===== src/rtl/tdr_pkg.sv =====
package tdr_pkg;

  localparam int ID_W     = 32;
  localparam int VENDOR_W = 11;
  localparam int INSTR_W  = 3;

  localparam logic [INSTR_W-1:0] INS_EXTDRIVE = 3'b000;
  localparam logic [INSTR_W-1:0] INS_IDREAD   = 3'b001;
  localparam logic [INSTR_W-1:0] INS_SAMPLE   = 3'b010;
  localparam logic [INSTR_W-1:0] INS_SAMPLEZ  = 3'b011;

  typedef struct packed {
    logic selBypass;
    logic selId;
    logic selBsr;
    logic capture;
    logic shift;
    logic update;
  } tdr_strobe_t;

  function automatic logic [ID_W-1:0] makeIdWord(
    input logic [3:0]          rev,
    input logic                wide,
    input logic [VENDOR_W-1:0] vendor
  );
    logic [ID_W-1:0] w;
    w         = '0;
    w[0]      = 1'b1;
    w[11:1]   = vendor;
    w[13:12]  = wide ? 2'b00 : 2'b10;
    w[31:28]  = rev;
    return w;
  endfunction

endpackage


===== src/rtl/tdr_ctrl.sv =====
module tdr_ctrl
  import tdr_pkg::*;
(
  input  logic [INSTR_W-1:0] instrCode,
  input  logic               captureDr,
  input  logic               shiftDr,
  input  logic               updateDr,
  output tdr_strobe_t        strobes,
  output logic               extDriveSel,
  output logic               forceHiZ
);

  logic selBypass;
  logic selId;
  logic selBsr;

  always_comb begin
    selBypass   = 1'b0;
    selId       = 1'b0;
    selBsr      = 1'b0;
    extDriveSel = 1'b0;
    forceHiZ    = 1'b0;
    case (instrCode)
      INS_EXTDRIVE: begin
        selBsr      = 1'b1;
        extDriveSel = 1'b1;
      end
      INS_IDREAD:  selId  = 1'b1;
      INS_SAMPLE:  selBsr = 1'b1;
      INS_SAMPLEZ: begin
        selBsr   = 1'b1;
        forceHiZ = 1'b1;
      end
      default:     selBypass = 1'b1;
    endcase
  end

  always_comb begin
    strobes.selBypass = selBypass;
    strobes.selId     = selId;
    strobes.selBsr    = selBsr;
    strobes.capture   = captureDr;
    strobes.shift     = shiftDr & ~captureDr;
    strobes.update    = updateDr;
  end

endmodule


===== src/rtl/tdr_datapath.sv =====
module tdr_datapath
  import tdr_pkg::*;
#(
  parameter int                BSR_LEN    = 16,
  parameter logic [BSR_LEN-1:0] PLACE_MASK = '0,
  parameter logic [ID_W-1:0]   ID_WORD    = 32'h0000_0001
) (
  input  logic               tck,
  input  logic               trstN,
  input  logic               tdi,
  input  tdr_strobe_t        strobes,
  input  logic [BSR_LEN-1:0] pinLevels,
  output logic               tdo,
  output logic [BSR_LEN-1:0] bsrDrive
);

  logic               bypassReg;
  logic [ID_W-1:0]    idReg;
  logic [BSR_LEN-1:0] bsrShift;
  logic [BSR_LEN-1:0] bsrCapVal;
  logic               serialBit;

  // Capture source per boundary cell: placeholder cells are tied to 1
  for (genvar i = 0; i < BSR_LEN; i++) begin : g_cell
    if (PLACE_MASK[i]) begin : g_place
      assign bsrCapVal[i] = 1'b1;
    end else begin : g_pin
      assign bsrCapVal[i] = pinLevels[i];
    end
  end

  always_ff @(posedge tck or negedge trstN) begin
    if (!trstN) begin
      bypassReg <= 1'b0;
    end else if (strobes.selBypass) begin
      if (strobes.capture)    bypassReg <= 1'b0;
      else if (strobes.shift) bypassReg <= tdi;
    end
  end

  always_ff @(posedge tck or negedge trstN) begin
    if (!trstN) begin
      idReg <= '0;
    end else if (strobes.selId) begin
      if (strobes.capture)    idReg <= ID_WORD;
      else if (strobes.shift) idReg <= {tdi, idReg[ID_W-1:1]};
    end
  end

  always_ff @(posedge tck or negedge trstN) begin
    if (!trstN) begin
      bsrShift <= '0;
    end else if (strobes.selBsr) begin
      if (strobes.capture)    bsrShift <= bsrCapVal;
      else if (strobes.shift) bsrShift <= {tdi, bsrShift[BSR_LEN-1:1]};
    end
  end

  always_ff @(posedge tck or negedge trstN) begin
    if (!trstN) begin
      bsrDrive <= '0;
    end else if (strobes.update && strobes.selBsr) begin
      bsrDrive <= bsrShift;
    end
  end

  always_comb begin
    serialBit = bypassReg;
    if (strobes.selId)  serialBit = idReg[0];
    if (strobes.selBsr) serialBit = bsrShift[0];
  end

  always_ff @(negedge tck or negedge trstN) begin
    if (!trstN) tdo <= 1'b0;
    else        tdo <= serialBit;
  end

  // bypass cell holds 0 after a capture
  p_bypass_cap_r3: assert property (@(posedge tck) disable iff (!trstN)
    (strobes.capture && strobes.selBypass) |=> !bypassReg);

  // placeholder cells read 1 after a capture
  p_placeholder_r4: assert property (@(posedge tck) disable iff (!trstN)
    (strobes.capture && strobes.selBsr) |=> ((bsrShift & PLACE_MASK) == PLACE_MASK));

  // identity capture yields the constant word
  p_id_capture_r5: assert property (@(posedge tck) disable iff (!trstN)
    (strobes.capture && strobes.selId) |=> (idReg == ID_WORD));

  // idle cycles leave the data registers alone
  p_hold_r8: assert property (@(posedge tck) disable iff (!trstN)
    (!strobes.capture && !strobes.shift) |=>
      ($stable(bsrShift) && $stable(idReg) && $stable(bypassReg)));

  // latch only moves on a boundary update
  p_latch_hold_r9: assert property (@(posedge tck) disable iff (!trstN)
    !(strobes.update && strobes.selBsr) |=> $stable(bsrDrive));

endmodule


===== src/rtl/tdr_set.sv =====
module tdr_set
  import tdr_pkg::*;
#(
  parameter int                 BSR_LEN     = 16,
  parameter logic [BSR_LEN-1:0] PLACE_MASK  = 16'h8001,
  parameter logic               WIDE_CFG    = 1'b1,
  parameter logic [3:0]         DIE_REV     = 4'h0,
  parameter logic [VENDOR_W-1:0] VENDOR_CODE = 11'h0D9
) (
  input  logic               tck,
  input  logic               trstN,
  input  logic               tdi,
  input  logic [2:0]         instrCode,
  input  logic               captureDr,
  input  logic               shiftDr,
  input  logic               updateDr,
  input  logic [BSR_LEN-1:0] pinLevels,
  output logic               tdo,
  output logic [BSR_LEN-1:0] bsrDrive,
  output logic               extDriveSel,
  output logic               forceHiZ
);

  localparam logic [ID_W-1:0] ID_WORD = makeIdWord(DIE_REV, WIDE_CFG, VENDOR_CODE);

  tdr_strobe_t strobes;

  tdr_ctrl u_ctrl (
    .instrCode  (instrCode),
    .captureDr  (captureDr),
    .shiftDr    (shiftDr),
    .updateDr   (updateDr),
    .strobes    (strobes),
    .extDriveSel(extDriveSel),
    .forceHiZ   (forceHiZ)
  );

  tdr_datapath #(
    .BSR_LEN   (BSR_LEN),
    .PLACE_MASK(PLACE_MASK),
    .ID_WORD   (ID_WORD)
  ) u_dp (
    .tck      (tck),
    .trstN    (trstN),
    .tdi      (tdi),
    .strobes  (strobes),
    .pinLevels(pinLevels),
    .tdo      (tdo),
    .bsrDrive (bsrDrive)
  );

  // exactly one register selected
  p_one_sel_r2: assert property (@(posedge tck) disable iff (!trstN)
    $countones({strobes.selBypass, strobes.selId, strobes.selBsr}) == 1);

  // floating outputs only come with the boundary chain selected
  p_hiz_sel_r10: assert property (@(posedge tck) disable iff (!trstN)
    forceHiZ |-> (strobes.selBsr && !extDriveSel));

  // bypass shift reaches tdo by the next rising edge
  p_bypass_path_r3: assert property (@(posedge tck) disable iff (!trstN)
    (shiftDr && !captureDr && strobes.selBypass) |=> (tdo == $past(tdi)));

endmodule


===== config.mk =====
export PLATFORM = sky130hd
export DESIGN_NAME = tdr_set
export DESIGN_NICKNAME = d
export VERILOG_FILES = /design/src/rtl/tdr_pkg.sv /design/src/rtl/tdr_ctrl.sv /design/src/rtl/tdr_datapath.sv /design/src/rtl/tdr_set.sv
export SDC_FILE = /design/constraint.sdc
export NUM_CORES = 1
export LEC_CHECK = 0
export CORE_ASPECT_RATIO = 0.6
export CORE_UTILIZATION = 58
export DETAILED_ROUTE_END_ITERATION = 8
export MAX_ROUTING_LAYER = met4
export PLACE_DENSITY = 0.86
export SLEW_MARGIN = 20
export SYNTH_ARGS = -nofsm -noshare
export SYNTH_HDL_FRONTEND = slang
export SYNTH_SLANG_ARGS = --single-unit
export TNS_END_PERCENT = 1

===== constraint.sdc =====
create_clock -name tck -period 3 [get_ports tck]
set_input_delay 0.3 -clock tck [delete_from_list [all_inputs] [get_ports tck]]
set_output_delay 0.3 -clock tck [all_outputs]
set_load 0.02 [all_outputs]

# Word level (Yosys, flattened, before mapping)
# Cells that the tools add are included.
# totals
register_bits	66
latchBits	0
mem_bits_rw	0
romBits	0
input_bits	25
output_inout_bits	19
wordCells	31
mem_count	0
# classes
addsub	0
mul	0
div	0
n_lt_le_gt_ge	0
n_eq_ne	3
shift	0
n_mux	12
n_bitwise	3
n_reduce_logical	8
# op_table
op	count
2-to-1 mux 32 bit	2
2-to-1 mux 16 bit	2
2-to-1 mux 1 bit	8
== test 3 x 2 -> 1 bit (second input constant)	2
AND reduction 2 bit	3
OR reduction 4 bit	1
== test 3 x 1 -> 1 bit (second input constant)	1
logical NOT 3 bit	1
OR reduction 3 bit	1
inverter 1 bit	2
nonzero test 2 bit	1
bitwise AND 1 bit	1
logical AND 1 bit	1

# Longest topological paths before layout
# Gate-level depths: netlist of run 1.
# logic_depth
ltp_word	4
ltp_mapped	5
mapped_depth_nobuf	3

# Modules after synthesis
# A second synthesis of run 1 with hierarchy kept.
# unflattened
hier_cells	278
hier_area_um2	2839.0
# by_module_without_submodules
mod	instances	cells_per_inst	area_each_um2	seq_area_each_um2
tdr_datapath	1	265	2757.6	1651.6
tdr_ctrl	1	13	81.3	0.0

==> results by stage, run 1 <==
Timing:
- The final-report hold violation count is 0.
- The sum of negative setup slack is 0 ns.
- At the pin with the least slew margin, the transition time is between 0.7 and 0.8 ns.
- Setup repair after global routing left no endpoint under its margin.
- The normalized max-slew margin is 0.470.
- The worst-case clock skew is around 0.011 ns.
- The final count of pins violating max slew came to 0.
- The final setup violation count is 0.
- The slack of the critical path is about 0.12 ns.

Clock tree:
- The count of clock tree sinks is between 60 and 70.
- Clock-pin slew was measured on the worst setup and hold paths at 0.06 ns.
- After clock tree synthesis, the setup repair step added 0 buffers.
- At the later pin of the worst-skew pair, clock insertion delay measures 0.33 ns.
- The root buffer cell chosen for the clock tree is clkbuf_8.
- The clock passes through at most 2 buffers.
- TritonCTS created 9 clock buffers.
- CTS built an H-tree with a depth of 3.
- The TritonCTS clock tree is built.
- The number of buffers inserted for hold repair after clock tree synthesis is 0.
- The number of gates given a new drive strength after cts is 1.

GRT:
- The via count of the first global-routing pass came to around 1.8k.
- In the global route stage, overall resource usage came out at 0.221.
- The initial antenna violation count is 0.
- Entering global routing, the biggest net connects 66 pins.
- The total overflow reported by the global router is 0.
- The first-pass GRT wire length is ~8500 microns.

Job:
- Across the run, the number of max-cap violations was 0.

Synthesis:
- The mean post-synth cell area is ~14 sq um.
- The synthesized instance count is ~210.
- The total number of yosys warnings is 0.
- For this run, asynchronously set or reset flops after synthesis account for 1.00.
- The share of the yosys chip area belonging to registers is 0.554.
- The number of synthesized register bits is between 60 and 70.
- Among all flip-flop cells after synthesis, the most frequent one is dfrtp_1.
- The synthesized design contains 0 enable-type register cells.
- The number of nets in the synthesized netlist is 239.
- The post-synth design cell area is 2980 sq um.
- Synthesis instantiated 23 different standard cells from the library.

Final layout:
- The fraction of layout cells with a size suffix above 1 is 0.356.
- For this run, the post-layout net count is 285.
- The growth of design area from synthesis to finish is 20.1%.
- The layout has 324 filler cells.
- 0 antenna diodes ended up in the layout.

Routing:
- The sum of routed wire length over all layers is 5130 microns.
- The number of vias per cell after detailed routing is ~5.3.
- The total number of vias is around 1.7k.
- The DRC violation count after routing is 0.
- The first TritonRoute pass finished after 4 iterations.
- In the final routed layout, each cell accounts on average for 15.7 microns.
- The detailed router finished its first iteration with between 80 and 90 violations.
- The detail route stage leaves a number of antenna-violating nets equal to 0.

Floorplanning:
- The x dimension of the die is 94.6 microns.
- The die boundary height is ~58 microns.
- The count of standard-cell rows is 19.
- The core area is between 4000 and 5000 sq um.
- The die covers 5440 sq um.
- Pin placement for this block handled 44 I/O pins.
- For this configuration, the core starts out at a cell density of 0.627.

Placed design:
- The number of port buffers is 41.
- The pre-CTS setup slack is around 0.11 ns.
- The congestion estimate from routability-driven global placement came to approximately 0.77.
- The half-perimeter wire length after detailed placement is approximately 3500 microns.

Critical path:
- Among all stages on the critical path, the largest delay is contributed by dfrtn_1.
- Tracing the worst setup path back leads to its startpoint at u_dp.tdo$_DFF_NN0_.
- The endpoint identified for the worst register-to-register timing path is u_dp.tdo$_DFF_NN0_.
- Along the worst path, the maximum fanout reaches 1.
- Setup slack on the worst reg-to-reg path comes out at ~0.70 ns.
- The startpoint identified for the worst register-to-register timing path is u_dp.bsrShift[0]$_DFFE_PN0P_.
- Measured in cells, the most critical reg-to-reg path has a length of 2.
- Data arrives at the worst endpoint at about 2.6 ns.
- The endpoint required time on the critical path is approximately 2.7 ns.
- The type of element launching the critical path is a flop.
- The worst path buffer plus inverter count is 1.
- The highest cell delay on the worst timing path is roughly 0.42 ns.
- The critical path endpoint category is an output port.
- The critical path goes through dlygate4sd2_1.
- The critical path depth is 1.
- The critical path endpoint is tdo.
- The kind of cell adding the most delay to the critical path is flip-flops.
- The worst setup path is of the flop to output port kind.

Power:
- Of the total power, registers draw 0.467.
- The switching power total is about 700 uW.
- Of the total power, combinational logic draws 0.259.
- The power density normalized to cell area is 718 nW/um^2.
- The internal power summed over all cells is about 1900 uW.
- The maximum vdd drop is around 490 uV.
- For this design the static power due to leakage is between 0.0015 and 0.002 uW.
- Of the total power, the share spent switching nets is 0.274.
- The clock network power share is 0.273.
- The overall power consumption is 2570 uW.

Outcome:
- The flow ran to the end, and the final reports show no timing, DRC or antenna violations.

Worst hold path:
- In this run the worst hold path is classified as input pin to async pin.
[state kept, by name (all words and copies together) (netlist names)]
| signal | cells |
|---|---|
| u_dp.idReg | 32 |
| u_dp.bsrDrive | 16 |
| u_dp.bsrShift | 16 |
| u_dp.bypassReg | 1 |
| u_dp.tdo | 1 |
[area by class of cell]
type / count / area, sq um / area share
repair buffers: 47 / 444 / 0.124
well taps: 63 / 78.8 / 0.0220
clock inverters: 3 / 40.0 / 0.0112
multi-input cells: 126 / 1180 / 0.331
clock buffers: 12 / 145 / 0.0405
flip-flops and latches: 66 / 1650 / 0.461
inverters: 10 / 37.5 / 0.0105
[per-layer routing]
metal,global-route usage,up-vias,share of wire
li1,-,817,-
met1,0.299,864,0.48
met2,0.315,36,0.46
met3,0.0920,7,0.051
met4,0.0433,0,0.011
met5,-,-,0
[logic make-up after synthesis]
logic type | share of synthesized area
buf+inv | 0.0495
mux | 0.301
flops | 0.554
simple gates | 0.0805
compound gates | 0.0155
[through the flow]
stage	instances	hold WS (ns)	cell area, sq um	util
2_1_floorplan	214	0.00441	2980	-
3_3_place_gp	312	0.481	3400	0.714
3_5_place_dp	312	0.485	3400	0.714
4_1_cts	327	0.229	3580	0.753
5_1_grt	327	0.276	3580	0.753
6_report	327	0.215	3580	0.753
[layout by cell type, fill, tap and decap left out, types with 2 or more instances in the layout]
| cell type | count |
|---|---|
| dfrtp_1 | 65 |
| mux2_2 | 61 |
| clkdlybuf4s50_1 | 38 |
| nor2b_1 | 24 |
| nor2_1 | 11 |
| inv_1 | 10 |
| clkbuf_8 | 10 |
| mux2i_1 | 9 |
| mux2_4 | 8 |
| buf_4 | 6 |
| nand2_1 | 2 |
| o21ai_0 | 2 |
| clkbuf_1 | 2 |
| clkinv_2 | 2 |
| buf_2 | 2 |
[Yosys cell counts, types with 2 or more instances]
library cell | n | area share
inv_1 | 10 | 0.013
nor2_1 | 11 | 0.014
buf_6 | 6 | 0.023
o21ai_0 | 2 | 0.0034
mux2_4 | 8 | 0.040
dfrtp_1 | 65 | 0.55
nand2_1 | 2 | 0.0025
mux2_2 | 61 | 0.23
mux2i_1 | 9 | 0.030
nor2b_1 | 24 | 0.050
clkbuf_1 | 2 | 0.0025
buf_2 | 3 | 0.0050
[worst min-delay path by stage]
stage	startpoint	end	slack, ns	cells after the start
finish	trstN	u_dp.bsrShift[5]$_DFFE_PN0P_	0.21	2
floorplan	trstN	u_dp.bsrDrive[0]$_DFFE_PN0P_	0.004	0
global placement	u_dp.idReg[17]$_DFFE_PN0P_	u_dp.idReg[17]$_DFFE_PN0P_	0.48	1
detailed placement	u_dp.idReg[25]$_DFFE_PN0P_	u_dp.idReg[25]$_DFFE_PN0P_	0.49	1
global route	trstN	u_dp.bsrShift[2]$_DFFE_PN0P_	0.28	2
CTS	trstN	u_dp.bsrShift[0]$_DFFE_PN0P_	0.23	2
[power by group through the flow]
stage          logic [uW]  registers (uW)  clock network, uW
6_report              667            1200                702
2_1_floorplan         290            1300                  0
4_1_cts               675            1200                721
5_1_grt               718            1230                757
3_5_place_dp          673            1220                  0
3_3_place_gp          655            1200                  0
No activity file was read; power rests on OpenSTA's default activity.
==> run 2: changes to the inputs <==
--- a/config.mk
+++ b/config.mk
@@ -5,11 +5,13 @@
 export SDC_FILE = /design/constraint.sdc
 export NUM_CORES = 1
 export LEC_CHECK = 0
+export CAP_MARGIN = 30
 export CORE_ASPECT_RATIO = 0.6
-export CORE_UTILIZATION = 58
+export CORE_UTILIZATION = 48
 export DETAILED_ROUTE_END_ITERATION = 8
 export MAX_ROUTING_LAYER = met4
-export PLACE_DENSITY = 0.86
+export PLACE_DENSITY = 0.76
+export RECOVER_POWER = 100
 export SLEW_MARGIN = 20
 export SYNTH_ARGS = -nofsm -noshare
 export SYNTH_HDL_FRONTEND = slang
==> constraint.sdc (replaced) <==
create_clock -name tck -period 2.5 [get_ports tck]
set_input_delay 0.25 -clock tck [delete_from_list [all_inputs] [get_ports tck]]
set_output_delay 0.25 -clock tck [all_outputs]
set_load 0.02 [all_outputs]
==> run 2 against run 1 <==
Net effect: the run now ends with max-capacitance violations, max-slew violations left; clock-buffer cell count did not move; sequential power increased by 19%; worst setup slack worse by 0.063 ns; clock skew up 0.0058 ns; sequential share of layout area up 0.49 points; flip-flop and latch count is the same.
==> results by stage, run 2 (synthesis results as in run 1) <==
Critical path:
- The largest fanout on the critical path is 1 (unchanged).
- The endpoint required time on the critical path was 2.25 ns (-0.45 ns).
- The slowest stage of the critical path belongs to the cell dfrtn_1.
- In this run the critical register-to-register path is launched from u_dp.bsrShift[0]$_DFFE_PN0P_.
- By startpoint and endpoint, the worst setup path is classified as flop to output port.
- The highest cell delay on the worst timing path is 0.38 ns (-0.04 ns).
- STA classifies the critical path endpoint as an output port.
- In this run the worst setup path begins at u_dp.tdo$_DFF_NN0_.
- The worst path buffer plus inverter count came to 1 (unchanged).
- Traced cell by cell, the critical path runs through clkdlybuf4s15_2.
- The worst path arrival time is 2.20 ns (-0.38 ns).
- STA classifies the critical path startpoint as a flop.
- Grouping stages by cell kind, the critical path spends the most delay in flip-flops.

Routing:
- The final routed wire length divided by cell count was 14.7 microns (-6.4%).
- The number of iterations in the first detailed-routing pass is 4 (unchanged).
- The antenna violation net count after detailed routing is 0 (unchanged).
- The DRC violation total after the first TritonRoute iteration was 102 (+21%).
- The DRC violation count after routing is 0 (unchanged).
- The total number of vias is 1698 (-1.5%).
- The sum of routed wire length over all layers was 5140 microns (+0.20%).
- The number of vias per cell after detailed routing is 4.85 (-8.0%).

GRT:
- The pin count of the biggest net entering global routing was 66 (unchanged).
- The first-pass GRT wire length was 9030 microns (+6.1%).
- The via count of the first global-routing pass came to 1823 (+3.4%).
- The total overflow reported by the global router is 0 (unchanged).
- The global-route total usage across every layer is 0.187 (-0.0341).
- The initial antenna violation count is 0 (unchanged).

Clock tree:
- TritonCTS built the clock tree.
- The number of CTS-inserted buffers was 9 (unchanged).
- The number of buffers inserted for hold repair after clock tree synthesis is 0 (unchanged).
- The clock tree root driver cell is clkbuf_8.
- The post-CTS clock slew at the launch and capture registers of the worst setup and hold paths is 0.07 ns (about the same).
- The clock latency reported for the late side of the worst-skew pair is 0.34 ns (about the same).
- The maximum count of clock buffers along a single path is 2 (unchanged).
- The count of clock tree sinks is 66 (unchanged).
- The H-tree depth came to 3 (unchanged).

Power:
- The internal power summed over all cells is 2040 uW (+9.5%).
- The maximum vdd drop is 533 uV (+8.2%).
- The leakage power total came to 0.00167 uW (-2.1%).
- The power density normalized to cell area came to 813 nW/um^2 (+13%).
- The overall power consumption is 2880 uW (+12%).
- The switching portion of total power came to 0.291 (+0.0171).
- The clock network power share is 0.254 (-0.019).
- The part of the power in registers is 0.496 (+0.029).
- The switching power total is 838 uW (+19%).
- The share of power burned in combinational logic is 0.251 (-0.008).

Timing:
- The final setup violation count is 0 (unchanged).
- The normalized max-slew margin was -0.0564 (-0.526).
- The final count of pins violating max slew is 66 (+66).
- The worst-case clock skew is 0.0164 ns (+0.00579 ns).
- The transition at the pin with the smallest max-transition slack is 1.58 ns (+0.789 ns).
- The final-report hold violation count is 0 (unchanged).
- The sum of negative setup slack is 0 ns (unchanged).
- Setup repair after global routing left no endpoint under its margin.

Job:
- The number of max-capacitance violations reported was 1 (+1).

Floorplanning:
- The effective utilization at floorplan is 0.516 (-0.111).
- The core area is 5780 sq um (+22%).
- The x dimension of the die is 104 microns (+9.7%).
- The die boundary height is 63.1 microns (+9.6%).
- The top-level I/O count is 44 (unchanged).
- The count of standard-cell rows is 21 (+2).
- The die area is 6540 sq um (+20%).

Placed design:
- The global placer's final weighted congestion is 0.708 (-7.9%).
- The number of port buffers came to 41 (unchanged).
- The half-perimeter wire length after detailed placement was 3390 microns (-2.9%).

Final layout:
- u_dp.idReg holds more flip-flops than any other register.
- The count of inserted antenna diode cells was 0 (unchanged).
- Leaving out fill and tap cells, the most frequent cell in the layout is dfrtp_1.
- The growth of design area from synthesis to finish is 18.8%.
- The top cell types in the final layout, fill and taps aside, are dfrtp_1 (65), mux2_2 (61), nor2b_1 (24), dlygate4sd3_1 (20), clkdlybuf4s50_1 (18).
- The largest registers in the layout are u_dp.idReg x32, u_dp.bsrDrive x16, u_dp.bsrShift x16.
- The net count reported at finish is 290 (+1.8%).
- The fraction of layout cells with a size suffix above 1 is 0.311 (-0.0449).
- The number of flip-flops under the largest register name was 32 (unchanged).

Worst hold path:
- The path category of the worst min-delay check is input pin to flop.
- The startpoint identified for the worst hold timing path is captureDr.

Outcome:
- The flow ran to the end, but the final reports show violations.
- The final reports fail on max-capacitance violations, max-slew violations.
-- run 2: cell type report --
class                      instances  area (sq um)
fill                             484          2240
sequential                        66          1650
multi-input combinational        126          1140
timing repair buffer              52           463
clock buffer                      12           135
tap                               80           100
inverter                          10          37.5
clock inverter                     4          20.0
-- run 2: path summary, 6_finish.rpt --
kind | depth (start not counted) | to | slack, ns
worst max-delay path | 1 | tdo | 0.05
worst min-delay path | 3 | u_dp.bsrShift[0]$_DFFE_PN0P_ | 0.31
worst max register to register | 2 | u_dp.tdo$_DFF_NN0_ | 0.35
worst min register to register | 1 | u_dp.bsrDrive[13]$_DFFE_PN0P_ | 0.50
max in group asynchronous | 2 | u_dp.bsrDrive[5]$_DFFE_PN0P_ | 1.09
min in group asynchronous | 2 | u_dp.bsrShift[12]$_DFFE_PN0P_ | 0.48
-- run 2: per-stage QoR --
stage | worst slack, ns | cells | hold slack [ns] | utilization | area, sq um
6_report | 0.0549 | 350 | 0.314 | 0.613 | 3540
3_5_place_dp | -0.161 | 334 | 0.486 | 0.600 | 3470
2_1_floorplan | 0.497 | 214 | -0.0456 | - | 2980
4_1_cts | 0.0366 | 350 | 0.146 | 0.627 | 3620
3_3_place_gp | -0.171 | 334 | 0.480 | 0.600 | 3470
5_1_grt | 0.0158 | 350 | 0.335 | 0.613 | 3540
-- run 2: power by group through the flow --
stage / clock network, uW / registers (uW) / logic, uW
after global routing: 816 / 1470 / 785
after CTS: 757 / 1440 / 813
after global placement: 0 / 1450 / 795
after floorplan: 0 / 1560 / 348
final: 731 / 1430 / 722
after detailed placement: 0 / 1460 / 808
-- run 2: metal layers --
layer,GRT usage,wire length [microns],up-vias,part of all wire
met1,0.263,2720,829,0.53
met4,0.0643,50,0,0.0097
met3,0.0631,230,8,0.045
li1,-,-,824,-
met2,0.251,2130,37,0.42
met5,-,0,-,0
-- run 2: worst reg2reg max path, cell delays in order, from the launching register on --
cell and delay, ns:
dfrtp_1 0.39, mux2i_1 0.18, o21ai_0 0.14
-- run 2: timing repair --
action | CTS | global route
endpoints found under the setup margin | 1 | 0
gates resized for setup | 3 | 0
buffers inserted | 0 | 0
==> run 3: changes to the inputs <==
--- a/config.mk
+++ b/config.mk
@@ -9,10 +9,11 @@
 export CORE_ASPECT_RATIO = 0.6
 export CORE_UTILIZATION = 48
 export DETAILED_ROUTE_END_ITERATION = 8
+export GPL_TIMING_DRIVEN = 0
 export MAX_ROUTING_LAYER = met4
 export PLACE_DENSITY = 0.76
 export RECOVER_POWER = 100
-export SLEW_MARGIN = 20
+export SLEW_MARGIN = 25
 export SYNTH_ARGS = -nofsm -noshare
 export SYNTH_HDL_FRONTEND = slang
 export SYNTH_SLANG_ARGS = --single-unit
==> run 3 against run 2 <==
Net effect: the run now ends clean; clock power up 37%; clock skew down 0.0076 ns; clock-buffer cell count is 2 lower; sequential share of layout area decreased by 0.98 points; power rose by 9.2%; die area did not move; sequential power barely moved; register-to-register slack better by 0.04 ns; worst setup slack gained 0.080 ns; worst hold slack better by 0.015 ns; largest cell class unchanged; non-clock buffer count up 2; final cell count is 0.57% higher.
==> results by stage, run 3 (synthesis results as in run 1) <==
Power:
- The maximum vdd drop came to 610 uV (+14%).
- The power density normalized to cell area is 870 nW/um^2 (+6.9%).
- The leakage power total is 0.00170 uW (+1.5%).

Floorplanning:
- The die boundary height is 63.1 microns (unchanged).
- The x dimension of the die was 104 microns (unchanged).
- The count of standard-cell rows was 21 (unchanged).
- The effective utilization at floorplan is 0.516 (unchanged).
- The core area was 5780 sq um (unchanged).
- The die area is 6540 sq um (unchanged).
- The top-level I/O count is 44 (unchanged).

GRT:
- The met2 demand-to-capacity share in global routing was 0.272 (+0.0210).
- The total overflow reported by the global router is 0 (unchanged).
- The via count of the first global-routing pass is 1832 (+0.49%).
- The met1 global-route usage is 0.255 (-0.00780).
- The first-pass GRT wire length is 9080 microns (+0.61%).
- The pin count of the biggest net entering global routing is 55 (-17%).
- The global-route total usage across every layer is 0.190 (+0.00367).
- The initial antenna violation count is 0 (unchanged).
- The global routing met3 resource utilization is 0.0776 (+0.0145).
- In this run the most used layer during global routing was met2.

Clock tree:
- The clock latency reported for the late side of the worst-skew pair is 0.34 ns (about the same).
- The maximum count of clock buffers along a single path is 2 (unchanged).
- TritonCTS built the clock tree.
- The post-CTS clock slew at the launch and capture registers of the worst setup and hold paths is 0.07 ns (about the same).
- The number of CTS-inserted buffers is 9 (unchanged).
- The root buffer cell chosen for the clock tree is clkbuf_8.
- The H-tree depth is 3 (unchanged).
- The number of setup buffers added after CTS was 0 (unchanged).
- The count of clock tree sinks is 66 (unchanged).

Timing:
- The worst-case clock skew is 0.00880 ns (-0.00763 ns).
- The final setup violation count came to 0 (unchanged).
- The transition at the pin with the smallest max-transition slack came to 1.19 ns (-0.398 ns).
- The final count of pins violating max slew is 0 (-100%).
- The final-report hold violation count came to 0 (unchanged).
- The smallest hold slack is 0.329 ns (+0.0146 ns).
- Setup repair after global routing left no endpoint under its margin.
- The slack of the critical path came to 0.135 ns (+0.0800 ns).
- The normalized max-slew margin came to 0.209 (+0.265).

Critical path:
- STA classifies the critical path startpoint as a flop.
- The slowest stage of the critical path belongs to the cell dfrtn_1.
- The largest fanout on the critical path is 1 (unchanged).
- The kind of cell adding the most delay to the critical path is flip-flops.
- The worst path buffer plus inverter count came to 1 (unchanged).
- The critical path endpoint category is an output port.
- The worst setup path is of the flop to output port kind.
- The worst path arrival time is 2.12 ns (-0.08 ns).
- The endpoint required time on the critical path is 2.25 ns (about the same).
- The highest cell delay on the worst timing path is 0.38 ns (about the same).
- Traced cell by cell, the critical path runs through clkbuf_2.

Routing:
- The DRC violation total after the first TritonRoute iteration is 48 (-53%).
- The DRC violation count after routing is 0 (unchanged).
- The total number of vias was 1731 (+1.9%).
- The number of iterations in the first detailed-routing pass came to 4 (unchanged).
- The number of vias per cell after detailed routing was 4.92 (+1.4%).
- The sum of routed wire length over all layers came to 5240 microns (+1.9%).
- The antenna violation net count after detailed routing is 0 (unchanged).
- The final routed wire length divided by cell count came to 14.9 microns (+1.4%).

Job:
- The number of max-capacitance violations reported came to 0 (-1).

Outcome:
- The run finished with clean final reports.

Final layout:
- The footprint of the flip-flops and latches is 1650 sq um (unchanged).
- The leading cell type in the layout, fill and taps excluded is dfrtp_1.
- In the final layout, the registers with the most flip-flops are u_dp.idReg x32, u_dp.bsrDrive x16, u_dp.bsrShift x16.
- The number of flip-flops under the largest register name came to 32 (unchanged).
- The growth of design area from synthesis to finish is 21.4%.
- The design area is 3620 sq um (+2.2%).
- The number of inserted filler cells in the final layout came to 467 (-3.5%).
- The fraction of layout cells with a size suffix above 1 came to 0.313 (+0.00139).
- The count of inserted antenna diode cells is 0 (unchanged).
- More flip-flops sit in one register than any other, and that register is u_dp.idReg.
- The area of the multi-input gates is 1140 sq um (+0.66%).
- The top cell types in the final layout, fill and taps aside, are dfrtp_1 (65), mux2_2 (61), nor2b_1 (24), dlygate4sd3_1 (20), clkdlybuf4s50_1 (19).
- The net count reported at finish is 292 (+0.69%).

Placed design:
- The global placer's final weighted congestion came to 0.701 (-0.88%).
- The pre-CTS setup slack was -0.202 ns (-0.0417 ns).
- The cell area reported after detailed placement is 3510 sq um (+1.2%).
- The number of port buffers is 40 (-2.4%).
- The half-perimeter wire length after detailed placement is 3600 microns (+6.3%).

Worst hold path:
- In this run the worst hold path is classified as input pin to flop.
run 3: metal layers:
metal | part of all wire | routed length (microns)
met1 | 0.51 | 2680
met4 | 0.0092 | 48
met3 | 0.051 | 269
met5 | 0 | 0
met2 | 0.43 | 2240
run 3: power by group:
| part | internal [uW] | total (uW) | switching (uW) |
|---|---|---|---|
| Combinational | 387 | 723 | 336 |
| Sequential | 1300 | 1430 | 126 |
| Clock | 590 | 998 | 408 |
| Total | 2280 | 3150 | 870 |
run 3: worst paths after layout:
path	from	endpoint	slack, ns	cells past startpoint
worst max-delay path	u_dp.tdo$_DFF_NN0_	tdo	0.13	1
max in group asynchronous	trstN	u_dp.idReg[7]$_DFFE_PN0P_	0.45	3
worst min-delay path	captureDr	u_dp.bsrShift[1]$_DFFE_PN0P_	0.33	3
min in group asynchronous	trstN	u_dp.idReg[17]$_DFFE_PN0P_	0.45	2
worst max register to register	u_dp.bsrShift[0]$_DFFE_PN0P_	u_dp.tdo$_DFF_NN0_	0.39	2
worst min register to register	u_dp.idReg[31]$_DFFE_PN0P_	u_dp.idReg[31]$_DFFE_PN0P_	0.50	1
run 3: what timing repair did:
item	in CTS	in global routing
hold buffers	1	0
gates resized for setup	3	1
endpoints found under the hold margin	11	0
endpoints found under the setup margin	1	1
run 3: final cells by class:
type | count | area share
timing repair buffer | 42 | 0.112
multi-input combinational | 126 | 0.316
inverter | 10 | 0.0104
clock buffer | 10 | 0.0380
tap | 80 | 0.0277
sequential | 66 | 0.456
clock inverter | 6 | 0.0245
buffer | 12 | 0.0156
run 3: stage by stage:
stage / instances / total power, uW / TNS [ns] / util
after floorplan: 214 / 1910 / 0 / -
after global placement: 334 / 2240 / -67.14 / 0.603
after detailed placement: 335 / 2270 / -0.202 / 0.607
after CTS: 352 / 3290 / 0 / 0.648
after global routing: 352 / 3330 / 0 / 0.626
final: 352 / 3150 / 0 / 0.626
run 3: worst min-delay path: stages:
cell    delay (ns)
buf_6         0.10
mux2_2        0.15
mux2_2        0.13
